## config.mk

```make
export PLATFORM = sky130hd
export DESIGN_NAME = vic_top
export DESIGN_NICKNAME = d
export VERILOG_FILES = /design/src/rtl/vic_pkg.sv /design/src/rtl/vic_src_regs.sv /design/src/rtl/vic_slot_table.sv /design/src/rtl/vic_prio_nest.sv /design/src/rtl/vic_top.sv
export SDC_FILE = /design/constraint.sdc
export NUM_CORES = 2
export LEC_CHECK = 0
export CAP_MARGIN = 5
export CORE_MARGIN = 8
export CORE_UTILIZATION = 40
export CTS_CLUSTER_DIAMETER = 50
export CTS_CLUSTER_SIZE = 16
export DETAILED_ROUTE_END_ITERATION = 8
export HOLD_SLACK_MARGIN = 0.12
export PLACE_DENSITY = 0.65
export SLEW_MARGIN = 30
export SYNTH_ARGS = -nofsm -noshare
export SYNTH_HDL_FRONTEND = slang
export SYNTH_SLANG_ARGS = --single-unit
```

## constraint.sdc

```tcl
create_clock -name clk -period 4.9 [get_ports clk]
set_clock_uncertainty 0.2 [all_clocks]
set_input_delay 0.49 -clock clk [delete_from_list [all_inputs] [get_ports clk]]
set_output_delay 0.49 -clock clk [all_outputs]
set_load 0.01 [all_outputs]
```

## src/rtl/vic_pkg.sv

```systemverilog
package vic_pkg;
  localparam int DATA_W = 32;
  localparam int CHAN_W = 5;
  localparam int CTL_W  = CHAN_W + 1;

  localparam logic [7:0] OFS_CLASS  = 8'h00;
  localparam logic [7:0] OFS_ENSET  = 8'h01;
  localparam logic [7:0] OFS_ENCLR  = 8'h02;
  localparam logic [7:0] OFS_SWSET  = 8'h03;
  localparam logic [7:0] OFS_SWCLR  = 8'h04;
  localparam logic [7:0] OFS_RAW    = 8'h05;
  localparam logic [7:0] OFS_IRQST  = 8'h06;
  localparam logic [7:0] OFS_FIQST  = 8'h07;
  localparam logic [7:0] OFS_VECT   = 8'h08;
  localparam logic [7:0] OFS_FALLBK = 8'h09;
  localparam logic [7:0] OFS_CTL0   = 8'h10;
  localparam logic [7:0] OFS_ADR0   = 8'h20;
endpackage

```

## src/rtl/vic_src_regs.sv

```systemverilog
module vic_src_regs
  import vic_pkg::*;
#(
  parameter int NUM_SRC = 32
) (
  input  logic               clk,
  input  logic               rst_n,
  input  logic [NUM_SRC-1:0] src_i,
  input  logic               wr_i,
  input  logic [7:0]         addr_i,
  input  logic [NUM_SRC-1:0] wdata_i,
  output logic [NUM_SRC-1:0] class_q,
  output logic [NUM_SRC-1:0] en_q,
  output logic [NUM_SRC-1:0] soft_q,
  output logic [NUM_SRC-1:0] raw_o,
  output logic [NUM_SRC-1:0] irq_st_o,
  output logic [NUM_SRC-1:0] fiq_st_o
);
  always_ff @(posedge clk or negedge rst_n) begin
    if (!rst_n) begin
      class_q <= '0;
      en_q    <= '0;
      soft_q  <= '0;
    end else if (wr_i) begin
      case (addr_i)
        OFS_CLASS: class_q <= wdata_i;
        OFS_ENSET: en_q    <= en_q | wdata_i;
        OFS_ENCLR: en_q    <= en_q & ~wdata_i;
        OFS_SWSET: soft_q  <= soft_q | wdata_i;
        OFS_SWCLR: soft_q  <= soft_q & ~wdata_i;
        default: ;
      endcase
    end
  end

  assign raw_o    = src_i | soft_q;
  assign irq_st_o = raw_o & en_q & ~class_q;
  assign fiq_st_o = raw_o & en_q & class_q;
endmodule

```

## src/rtl/vic_slot_table.sv

```systemverilog
module vic_slot_table
  import vic_pkg::*;
#(
  parameter int NUM_SRC  = 32,
  parameter int NUM_SLOT = 16,
  parameter int VA_W     = 32
) (
  input  logic               clk,
  input  logic               rst_n,
  input  logic               wr_i,
  input  logic [7:0]         addr_i,
  input  logic [DATA_W-1:0]  wdata_i,
  input  logic [NUM_SRC-1:0] irq_st_i,
  output logic [NUM_SLOT-1:0] slot_hit_o,
  output logic [VA_W-1:0]    slot_adr_o [NUM_SLOT],
  output logic [NUM_SRC-1:0] covered_o,
  output logic               tbl_sel_o,
  output logic [DATA_W-1:0]  tbl_rdata_o
);
  localparam int PAD_W = 1 << CHAN_W;

  logic [PAD_W-1:0] irq_pad;
  logic [PAD_W-1:0] cov_pad;
  logic [CTL_W-1:0] ctl_v [NUM_SLOT];

  assign irq_pad = PAD_W'(irq_st_i);

  for (genvar s = 0; s < NUM_SLOT; s++) begin : g_slot
    localparam logic [7:0] CTL_OFS = OFS_CTL0 + 8'(s);
    localparam logic [7:0] ADR_OFS = OFS_ADR0 + 8'(s);
    logic [CTL_W-1:0] ctl_q;
    logic [VA_W-1:0]  adr_q;

    always_ff @(posedge clk or negedge rst_n) begin
      if (!rst_n) begin
        ctl_q <= '0;
        adr_q <= '0;
      end else if (wr_i) begin
        if (addr_i == CTL_OFS) ctl_q <= wdata_i[CTL_W-1:0];
        if (addr_i == ADR_OFS) adr_q <= wdata_i[VA_W-1:0];
      end
    end

    assign ctl_v[s]      = ctl_q;
    assign slot_adr_o[s] = adr_q;
    assign slot_hit_o[s] = ctl_q[CHAN_W] & irq_pad[ctl_q[CHAN_W-1:0]];
  end

  always_comb begin
    cov_pad = '0;
    for (int s = 0; s < NUM_SLOT; s++) begin
      if (ctl_v[s][CHAN_W]) cov_pad[ctl_v[s][CHAN_W-1:0]] = 1'b1;
    end
  end

  assign covered_o = cov_pad[NUM_SRC-1:0];

  always_comb begin
    tbl_sel_o   = 1'b0;
    tbl_rdata_o = '0;
    for (int s = 0; s < NUM_SLOT; s++) begin
      if (addr_i == OFS_CTL0 + 8'(s)) begin
        tbl_sel_o   = 1'b1;
        tbl_rdata_o = DATA_W'(ctl_v[s]);
      end
      if (addr_i == OFS_ADR0 + 8'(s)) begin
        tbl_sel_o   = 1'b1;
        tbl_rdata_o = DATA_W'(slot_adr_o[s]);
      end
    end
  end
endmodule

```

## src/rtl/vic_prio_nest.sv

```systemverilog
module vic_prio_nest #(
  parameter int NUM_SLOT = 16,
  parameter int VA_W     = 32
) (
  input  logic                clk,
  input  logic                rst_n,
  input  logic [NUM_SLOT-1:0] slot_hit_i,
  input  logic [VA_W-1:0]     slot_adr_i [NUM_SLOT],
  input  logic [VA_W-1:0]     fallbk_adr_i,
  input  logic                unslot_pend_i,
  input  logic                vect_rd_i,
  input  logic                vect_wr_i,
  output logic [VA_W-1:0]     vect_data_o,
  output logic [NUM_SLOT:0]   ins_q
);
  localparam int NLVL = NUM_SLOT + 1;
  localparam int LW   = $clog2(NLVL + 1);
  localparam int SW   = (NUM_SLOT > 1) ? $clog2(NUM_SLOT) : 1;

  logic [LW-1:0]   thr;
  logic            win_ok;
  logic [SW-1:0]   win_idx;
  logic            fb_ok;
  logic [NLVL-1:0] grant;
  logic [NLVL-1:0] retire;

  always_comb begin
    thr = LW'(NLVL);
    for (int i = NLVL - 1; i >= 0; i--) begin
      if (ins_q[i]) thr = LW'(i);
    end
  end

  always_comb begin
    win_ok  = 1'b0;
    win_idx = '0;
    for (int i = NUM_SLOT - 1; i >= 0; i--) begin
      if (slot_hit_i[i] && (LW'(i) < thr)) begin
        win_ok  = 1'b1;
        win_idx = SW'(i);
      end
    end
  end

  assign fb_ok       = unslot_pend_i && (thr > LW'(NUM_SLOT));
  assign vect_data_o = win_ok ? slot_adr_i[win_idx] : fallbk_adr_i;

  always_comb begin
    grant = '0;
    if (win_ok)     grant[win_idx]  = 1'b1;
    else if (fb_ok) grant[NUM_SLOT] = 1'b1;
  end

  assign retire = ins_q & (~ins_q + 1'b1);

  always_ff @(posedge clk or negedge rst_n) begin
    if (!rst_n) ins_q <= '0;
    else        ins_q <= (ins_q & ~(vect_wr_i ? retire : '0)) | (vect_rd_i ? grant : '0);
  end
endmodule

```

## src/rtl/vic_top.sv

```systemverilog
module vic_top
  import vic_pkg::*;
#(
  parameter int NUM_SRC  = 32,
  parameter int NUM_SLOT = 16,
  parameter int VA_W     = 32
) (
  input  logic               clk,
  input  logic               rst_n,
  input  logic [NUM_SRC-1:0] src_i,
  input  logic               bus_wr_i,
  input  logic               bus_rd_i,
  input  logic [7:0]         bus_addr_i,
  input  logic [31:0]        bus_wdata_i,
  output logic [31:0]        bus_rdata_o,
  output logic               fiq_o,
  output logic               irq_o
);
  logic [NUM_SRC-1:0]  class_q, en_q, soft_q, raw, irq_st, fiq_st, covered;
  logic [NUM_SLOT-1:0] slot_hit;
  logic [VA_W-1:0]     slot_adr [NUM_SLOT];
  logic [VA_W-1:0]     fallbk_q, vect_data;
  logic [NUM_SLOT:0]   ins_q;
  logic                tbl_sel;
  logic [DATA_W-1:0]   tbl_rdata, rd_mux;
  logic                vect_rd, vect_wr;

  assign vect_rd = bus_rd_i && (bus_addr_i == OFS_VECT);
  assign vect_wr = bus_wr_i && (bus_addr_i == OFS_VECT);

  vic_src_regs #(.NUM_SRC(NUM_SRC)) u_src (
    .clk(clk), .rst_n(rst_n), .src_i(src_i),
    .wr_i(bus_wr_i), .addr_i(bus_addr_i), .wdata_i(bus_wdata_i[NUM_SRC-1:0]),
    .class_q(class_q), .en_q(en_q), .soft_q(soft_q),
    .raw_o(raw), .irq_st_o(irq_st), .fiq_st_o(fiq_st)
  );

  vic_slot_table #(.NUM_SRC(NUM_SRC), .NUM_SLOT(NUM_SLOT), .VA_W(VA_W)) u_tbl (
    .clk(clk), .rst_n(rst_n),
    .wr_i(bus_wr_i), .addr_i(bus_addr_i), .wdata_i(bus_wdata_i),
    .irq_st_i(irq_st), .slot_hit_o(slot_hit), .slot_adr_o(slot_adr),
    .covered_o(covered), .tbl_sel_o(tbl_sel), .tbl_rdata_o(tbl_rdata)
  );

  vic_prio_nest #(.NUM_SLOT(NUM_SLOT), .VA_W(VA_W)) u_nest (
    .clk(clk), .rst_n(rst_n),
    .slot_hit_i(slot_hit), .slot_adr_i(slot_adr), .fallbk_adr_i(fallbk_q),
    .unslot_pend_i(|(irq_st & ~covered)),
    .vect_rd_i(vect_rd), .vect_wr_i(vect_wr),
    .vect_data_o(vect_data), .ins_q(ins_q)
  );

  always_ff @(posedge clk or negedge rst_n) begin
    if (!rst_n)                                   fallbk_q <= '0;
    else if (bus_wr_i && bus_addr_i == OFS_FALLBK) fallbk_q <= bus_wdata_i[VA_W-1:0];
  end

  always_comb begin
    case (bus_addr_i)
      OFS_CLASS:  rd_mux = DATA_W'(class_q);
      OFS_ENSET:  rd_mux = DATA_W'(en_q);
      OFS_SWSET:  rd_mux = DATA_W'(soft_q);
      OFS_RAW:    rd_mux = DATA_W'(raw);
      OFS_IRQST:  rd_mux = DATA_W'(irq_st);
      OFS_FIQST:  rd_mux = DATA_W'(fiq_st);
      OFS_VECT:   rd_mux = DATA_W'(vect_data);
      OFS_FALLBK: rd_mux = DATA_W'(fallbk_q);
      default:    rd_mux = tbl_sel ? tbl_rdata : '0;
    endcase
  end

  always_ff @(posedge clk or negedge rst_n) begin
    if (!rst_n) begin
      bus_rdata_o <= '0;
      fiq_o       <= 1'b0;
      irq_o       <= 1'b0;
    end else begin
      if (bus_rd_i) bus_rdata_o <= rd_mux;
      fiq_o <= |fiq_st;
      irq_o <= |irq_st;
    end
  end
endmodule

```

=== After elaboration in Yosys (flattened, before gate mapping) ===
Index checks and enable logic that the tools add are counted.

* Muxes and demuxes: 208
* Equal/unequal tests: 41
* Add/subtract/negate cells: 1
* $lt $le $gt $ge: 52
* Bitwise logic cells: 49
* Reductions and logical operators: 78

{| class="wikitable"
|+ Operators by type and width
! cell !! count
|-
| 32-bit two-way mux || 51
|-
| 32-bit OR || 18
|-
| 32-bit case mux with 8 select lines || 1
|-
| 32-bit bitwise AND || 6
|-
| 32-bit binary-select mux with 4-bit select || 1
|-
| 8-bit by 5-bit equality test with 1-bit output (second input constant) || 16
|-
| 8-bit by 6-bit equality test with 1-bit output (second input constant) || 16
|-
| 32-bit case mux with 2 select lines || 2
|-
| 5-bit by 6-bit < comparator with 1-bit output (second input constant) || 16
|-
| 32-bit NOT || 3
|-
| 32-bit OR reduction || 3
|-
| 1-bit two-way mux || 84
|-
| 1-bit binary-select mux with 5-bit select || 16
|-
| 1-bit demux with 5-bit select || 16
|-
| 5-bit by 1-bit >= comparator with 1-bit output (second input constant) || 16
|-
| 5-bit two-way mux || 16
|-
| 2-bit AND reduction || 35
|-
| 4-bit two-way mux || 16
|-
| 4-bit by 5-bit < comparator with 1-bit output (first input constant) || 8
|-
| 1-bit logical AND || 37
|-
| 17-bit bitwise AND || 2
|-
| 17-bit two-way mux || 2
|-
| 17-bit NOT || 2
|-
| 8-bit by 3-bit equality test with 1-bit output (second input constant) || 4
|-
| 19 further kinds || 42
|}

* Output and inout bits: 34
* Register bits after elaboration: 787
* Input bits: 76

=== Depth between registers and ports, before layout ===
* Word-level depth: 43
* Mapped depth: 16

=== Modules after synthesis ===
From an unflattened synthesis, not the netlist that was laid out.

* Cells, all modules: 5249
* Area total of the unflattened synthesis: 51784.7 µm²

{| class="wikitable"
|+ By module, submodules not included
! module !! cells each !! area an instance (µm²) !! instances
|-
| vic_slot_table || 3185 || 35356.4 || 1
|-
| vic_prio_nest || 967 || 5965.7 || 1
|-
| vic_top || 600 || 5290.1 || 1
|-
| vic_src_regs || 497 || 5172.5 || 1
|}

=== Worst setup path after synthesis ===
Ideal clock, no wire load.

* Path type: flip-flop to flip-flop
* Start: reg u_nest.ins_q[2]
* End: reg bus_rdata_o[30]
* Slack: 0.684 ns
* Period minus slack after synthesis: 4.216 ns
* Data arrival time: 3.896 ns
* Stages on the path, launching flop included: 15
* Cells stage by stage: dfrtp_1 > buf_6 > or4_4 > nor3_4 > nand2_2 > or4_1 > or4_4 > or2_0 > o2111ai_2 > a31o_4 > nand2_4 > buf_6 > mux2_4 > a2bb2oi_1 > a41o_1

* Longest elaborated chain between the ends: 27
* Elaborated cells on any way between the ends: 73
* Classes of those cells: 16 x order compare; 40 x mux; 1 x bitwise; 16 x reduce/logical

{| class="wikitable"
|+ RTL lines
! item !! RTL line !! source
|-
| from (decl) || vic_prio_nest.sv:14 || <nowiki>output logic [NUM_SLOT:0] ins_q</nowiki>
|-
| from (signal assigned) || vic_prio_nest.sv:58 || <nowiki>else ins_q <= (ins_q & ~(vect_wr_i ? retire : '0)) | (vect_rd_i ? grant : '0);</nowiki>
|-
| 5-bit two-way mux * (3 in series) || vic_prio_nest.sv:30 || <nowiki>if (ins_q[i]) thr = LW'(i);</nowiki>
|-
| 4-bit by 5-bit < comparator with 1-bit output || vic_prio_nest.sv:38 || <nowiki>if (slot_hit_i[i] && (LW'(i) < thr)) begin</nowiki>
|-
| 1-bit logical AND || vic_prio_nest.sv:38 ||
|-
| 4-bit two-way mux (16 in series) || vic_prio_nest.sv:38 ||
|-
| 4-bit NOT with 5-bit output (implied by the code) || vic_prio_nest.sv:46 || <nowiki>assign vect_data_o = win_ok ? slot_adr_i[win_idx] : fallbk_adr_i;</nowiki>
|-
| 32-bit binary-select mux with 4-bit select || vic_prio_nest.sv:46 ||
|-
| 32-bit two-way mux (implied by the code) (2 in series) || vic_prio_nest.sv:46 ||
|-
| 32-bit two-way mux * || vic_prio_nest.sv:46 ||
|-
| 32-bit case mux with 8 select lines * || vic_top.sv:59 || <nowiki>case (bus_addr_i)</nowiki>
|-
| to (signal assigned) || vic_top.sv:78 || <nowiki>if (bus_rd_i) bus_rdata_o <= rd_mux;</nowiki>
|-
| to (decl) || vic_top.sv:15 || <nowiki>output logic [31:0] bus_rdata_o,</nowiki>
|}

Mark *: on every way between the ends. The rest lies on a longest branch, timed or not. The select of a mux whose other input is x is not followed.
A chain may end at the register's enable or synchronous reset.

==> flow_summary_export.csv <==
group,metric,value,unit
outcome,status,"complete, but fails checks",
outcome,violations,"DRC, setup timing",
timing,period_needed,4.912,ns
timing,slew_headroom,19.47,%
logic_synthesis,seq_area_frac_synth,38.80,%
cells_and_area,fillers,11420,
route,num_vias,57020,
cells_and_area,fin_nets,6080,
logic_synthesis,synthCells,5220,
setup_path,r2r-end,"bus_rdata_o[2]$_DFFE_PN0P_",
clock_network,htreeDepth,3,
clock_network,clkTransAtPathRegs,0.07,ns
global_route,grt_pass1_vias,54880,
cells_and_area,multiInputGateArea,0.02931,mm^2
setup_path,required,5.32,ns
place,portBuffers,109,
setup_path,cp-start-kind,"flop",
logic_synthesis,synth_seq_cells,787,
setup_path,slowest_stage,"mux4_2",
logic_synthesis,synth_top_cell_by_area,"dfrtp_1",
logic_synthesis,synth.distinct_cells,104,
setup_path,r2r_slack,-0.01,ns
logic_synthesis,synth_warnings,0,
setup_path,critPathArrivalTime,5.33,ns
floorplan,fp.dieArea,0.1385,mm^2
cells_and_area,layout.area.seq,0.01969,mm^2
floorplan,dieHeight,372.2,um
route,drt_iter0_drc,9820,
route,first_pass_iters,9,
logic_synthesis,synth_nets,5296,
logic_synthesis,synth_area_per_cell,9.723,um^2
floorplan,coreArea,0.1257,mm^2
timing,worst_pin_slew,1.198,ns
hold_path,min_path_cells,2,
floorplan,die_w,372.2,um
hold_path,hp-class,"input pin to flop",
floorplan,rows,130,
place,dp.cells,7548,
place,dp_slack,-1.150,ns
global_route,grt_pass1_wl,445400,um
place,hpwlAfterDp,243500,um
floorplan,ioPinCount,110,
route,route.detailed.drc,10,
clock_network,numClockSinks,787,
setup_path,reg2reg_depth,18,
flow_run,maxCapViolCount,0,
global_route,grt_max_degree,104,
logic_synthesis,synthTopCellsByArea,"dfrtp_1, mux2_2, o22ai_1, mux4_2, clkbuf_1",
timing,hold_viol,0,
route,wl,327500,um
clock_network,insertion_delay,0.74,ns
logic_synthesis,synth.most_common_cell,"dfrtp_1",
global_route,grt_use_total,45.58,%
route,ant_nets,0,
timing,final.setup.worst_slack,-0.01171,ns
logic_synthesis,netlist_area,0.05076,mm^2
timing,finalMaxSlewViolations,0,
timing,finalCritPeriodShare,100.2,%
cells_and_area,syn_to_final_growth,28.56,%
setup_path,crit_chain,"o21ai_1 > buf_4 > buf_4 > or2_2 > buf_4 > mux4_2 > a2111oi_4 > o2111ai_2 > buf_4 > o211ai_1 > o311ai_1 > buf_4 > a31o_4 > nand2_8 > buf_12 > mux2_2 > o221ai_1 > o31ai_1",
logic_synthesis,ys.flop_type,"dfrtp_1",
clock_network,cts_root_buffer,"clkbuf_16",
route,viasPerCell,7.359,
place,routabilityCongestion,1.166,
cells_and_area,drive_gt1_share,36.93,%
clock_network,clock_path_buffers,3,
floorplan,initial_core_util,40.37,%
global_route,grt-ovfl-total,0,
clock_network,cts_tree,"built",
route,routedWlPerCell,42.27,um
logic_synthesis,yosys.area.top_type_share,38.80,%
setup_path,critical_path_class,"flop to flop",
pwr,vdd_drop_max,0.0003684,V
setup_path,end_kind,"flop",
timing,setup_viol,1,
logic_synthesis,synth_common_cells,"dfrtp_1, mux2_2, clkbuf_1",
clock_network,cts_made_buffers,87,
global_route,antenna_found_initial,26,
pwr,powerDensity,264.5,mW/mm^2
setup_path,cpMostUsedCell,"buf_4",
pwr,total_power,17.26,mW
pwr,leakagePower,28.61,nW
logic_synthesis,synthArstFlopShare,100.0,%
place,placed_area,0.06165,mm^2
logic_synthesis,synth_edf_count,0,
timing,max_freq,203.6,MHz
hold_path,holdCritStartpoint,"bus_wdata_i[16]",
setup_path,cp_max_fo,9,
cells_and_area,layoutNonFillerInstCount,7748,
setup_path,max_stage_delay,0.54,ns
cells_and_area,fin_area,0.06525,mm^2
layout make-up:
type	count	area share, %
sequential	787	30.18
timing repair buffer	1196	16.54
antenna	21	0.08054
clock buffer	103	3.616
clock inverter	59	1.105
tap	1650	3.164
inverter	70	0.4027
multi-input combinational	3862	44.91
how the worst max path moves through the flow:
stage	startpoint	to	slack, ns
6_report	flop	bus_rdata_o[2]$_DFFE_PN0P_	-0.01
5_1_grt	flop	bus_rdata_o[23]$_DFFE_PN0P_	-0.06
4_1_cts	u_nest.ins_q[3]$_DFF_PN0_	bus_rdata_o[30]$_DFFE_PN0P_	0.03
3_5_place_dp	src_i[18]	bus_rdata_o[2]$_DFFE_PN0P_	-1.15
3_3_place_gp	src_i[18]	bus_rdata_o[2]$_DFFE_PN0P_	-1.17
2_1_floorplan	u_nest.ins_q[2]$_DFF_PN0_	bus_rdata_o[30]$_DFFE_PN0P_	0.68
registers in the layout, summed over array words and instances (netlist names), named ones only:
| register | flops |
|---|---|
| u_tbl.g_slot.adr_q | 512 |
| u_src.class_q | 32 |
| fallbk_q | 32 |
| fiq_o | 1 |
| u_nest.ins_q | 17 |
| bus_rdata_o | 32 |
| u_tbl.g_slot.ctl_q | 96 |
| irq_o | 1 |
worst max-delay path, delay by kind of cell, from the launching register on:
kind                   cells  cell delay, ns
and+or+nand+nor            2            0.52
AOI/OAI and AO/OA          8            1.70
muxes                      2            0.94
buffers and inverters      6            1.05
DFF                        1            0.35
cell families (layout without fill, tap and decap cells):
logic type / after synthesis / count (layout) / synth area share (%)
DFF: 787 / 787 / 38.80
AOI/OAI and AO/OA: 1621 / 1621 / 22.11
xor gates and xnor gates: 1 / 1 / 0.01726
and+or+nand+nor: 1358 / 1358 / 13.57
muxes: 882 / 882 / 20.98
buffers and inverters: 571 / 1428 / 4.514
other: 0 / 21 / 0
per-stage QoR:
stage / TNS [ns] / hold WS (ns) / util, %
after detailed placement: -43.66 / 0.2895 / 49.04
after global placement: -43.30 / 0.2819 / 49.03
final: -0.01171 / 0.1110 / 51.90
after CTS: 0 / 0.1906 / 51.56
after global routing: -0.06523 / 0.1289 / 51.86
after floorplan: 0 / -0.005591 / -
layout by cell type, fill, tap and decap left out, drive strengths merged, types with 16 or more instances in the layout:
master / count
a21oi: 228
a211oi: 57
a31oi: 112
clkinv: 33
dfrtp: 787
nor3: 181
nor2b: 16
a2111oi: 87
or3: 20
nand3: 182
o21ai: 313
nor4: 64
nand2b: 35
nor2: 277
or3b: 24
a222oi: 65
mux2: 742
o22a: 26
a22o: 28
nand4: 58
diode: 21
buf: 1088
o2111ai: 32
mux4: 71
a221oi: 42
o31ai: 20
mux2i: 69
or2: 42
inv: 83
clkdlybuf4s50: 100
a211o: 24
o22ai: 257
o41ai: 18
and3: 39
o211ai: 21
nand3b: 55
a22oi: 107
nand2: 301
clkbuf: 107
o221ai: 68
per-layer routing:
metal | part of all wire, % | up-vias | global-route usage, % | wire length, um
met5 | 0.049 | - | 0 | 160
met4 | 11 | 22 | 36.99 | 35420
met3 | 14 | 1683 | 18.05 | 45140
met2 | 41 | 5264 | 65.66 | 133100
met1 | 35 | 28030 | 53.44 | 113700
li1 | - | 22020 | - | -
power by group:
group / total (mW) / switching, mW / internal (mW)
clock: 7.07 / 3.21 / 3.85
sequential: 7.25 / 0.416 / 6.83
combinational: 2.94 / 1.81 / 1.13
total: 17.3 / 5.44 / 11.8
repair_timing:
| action | CTS | global route |
|---|---|---|
| cloned | 0 | 4 |
| setup endpoints to repair | 33 | 32 |
| endpoints found under the hold margin | 76 | 2 |
| setup buffers | 3 | 7 |
| pin swaps | 2 | 8 |
| gates resized for setup | 10 | 34 |
| hold buffers | 1 | 2 |
No activity file was read; power rests on OpenSTA's default activity.
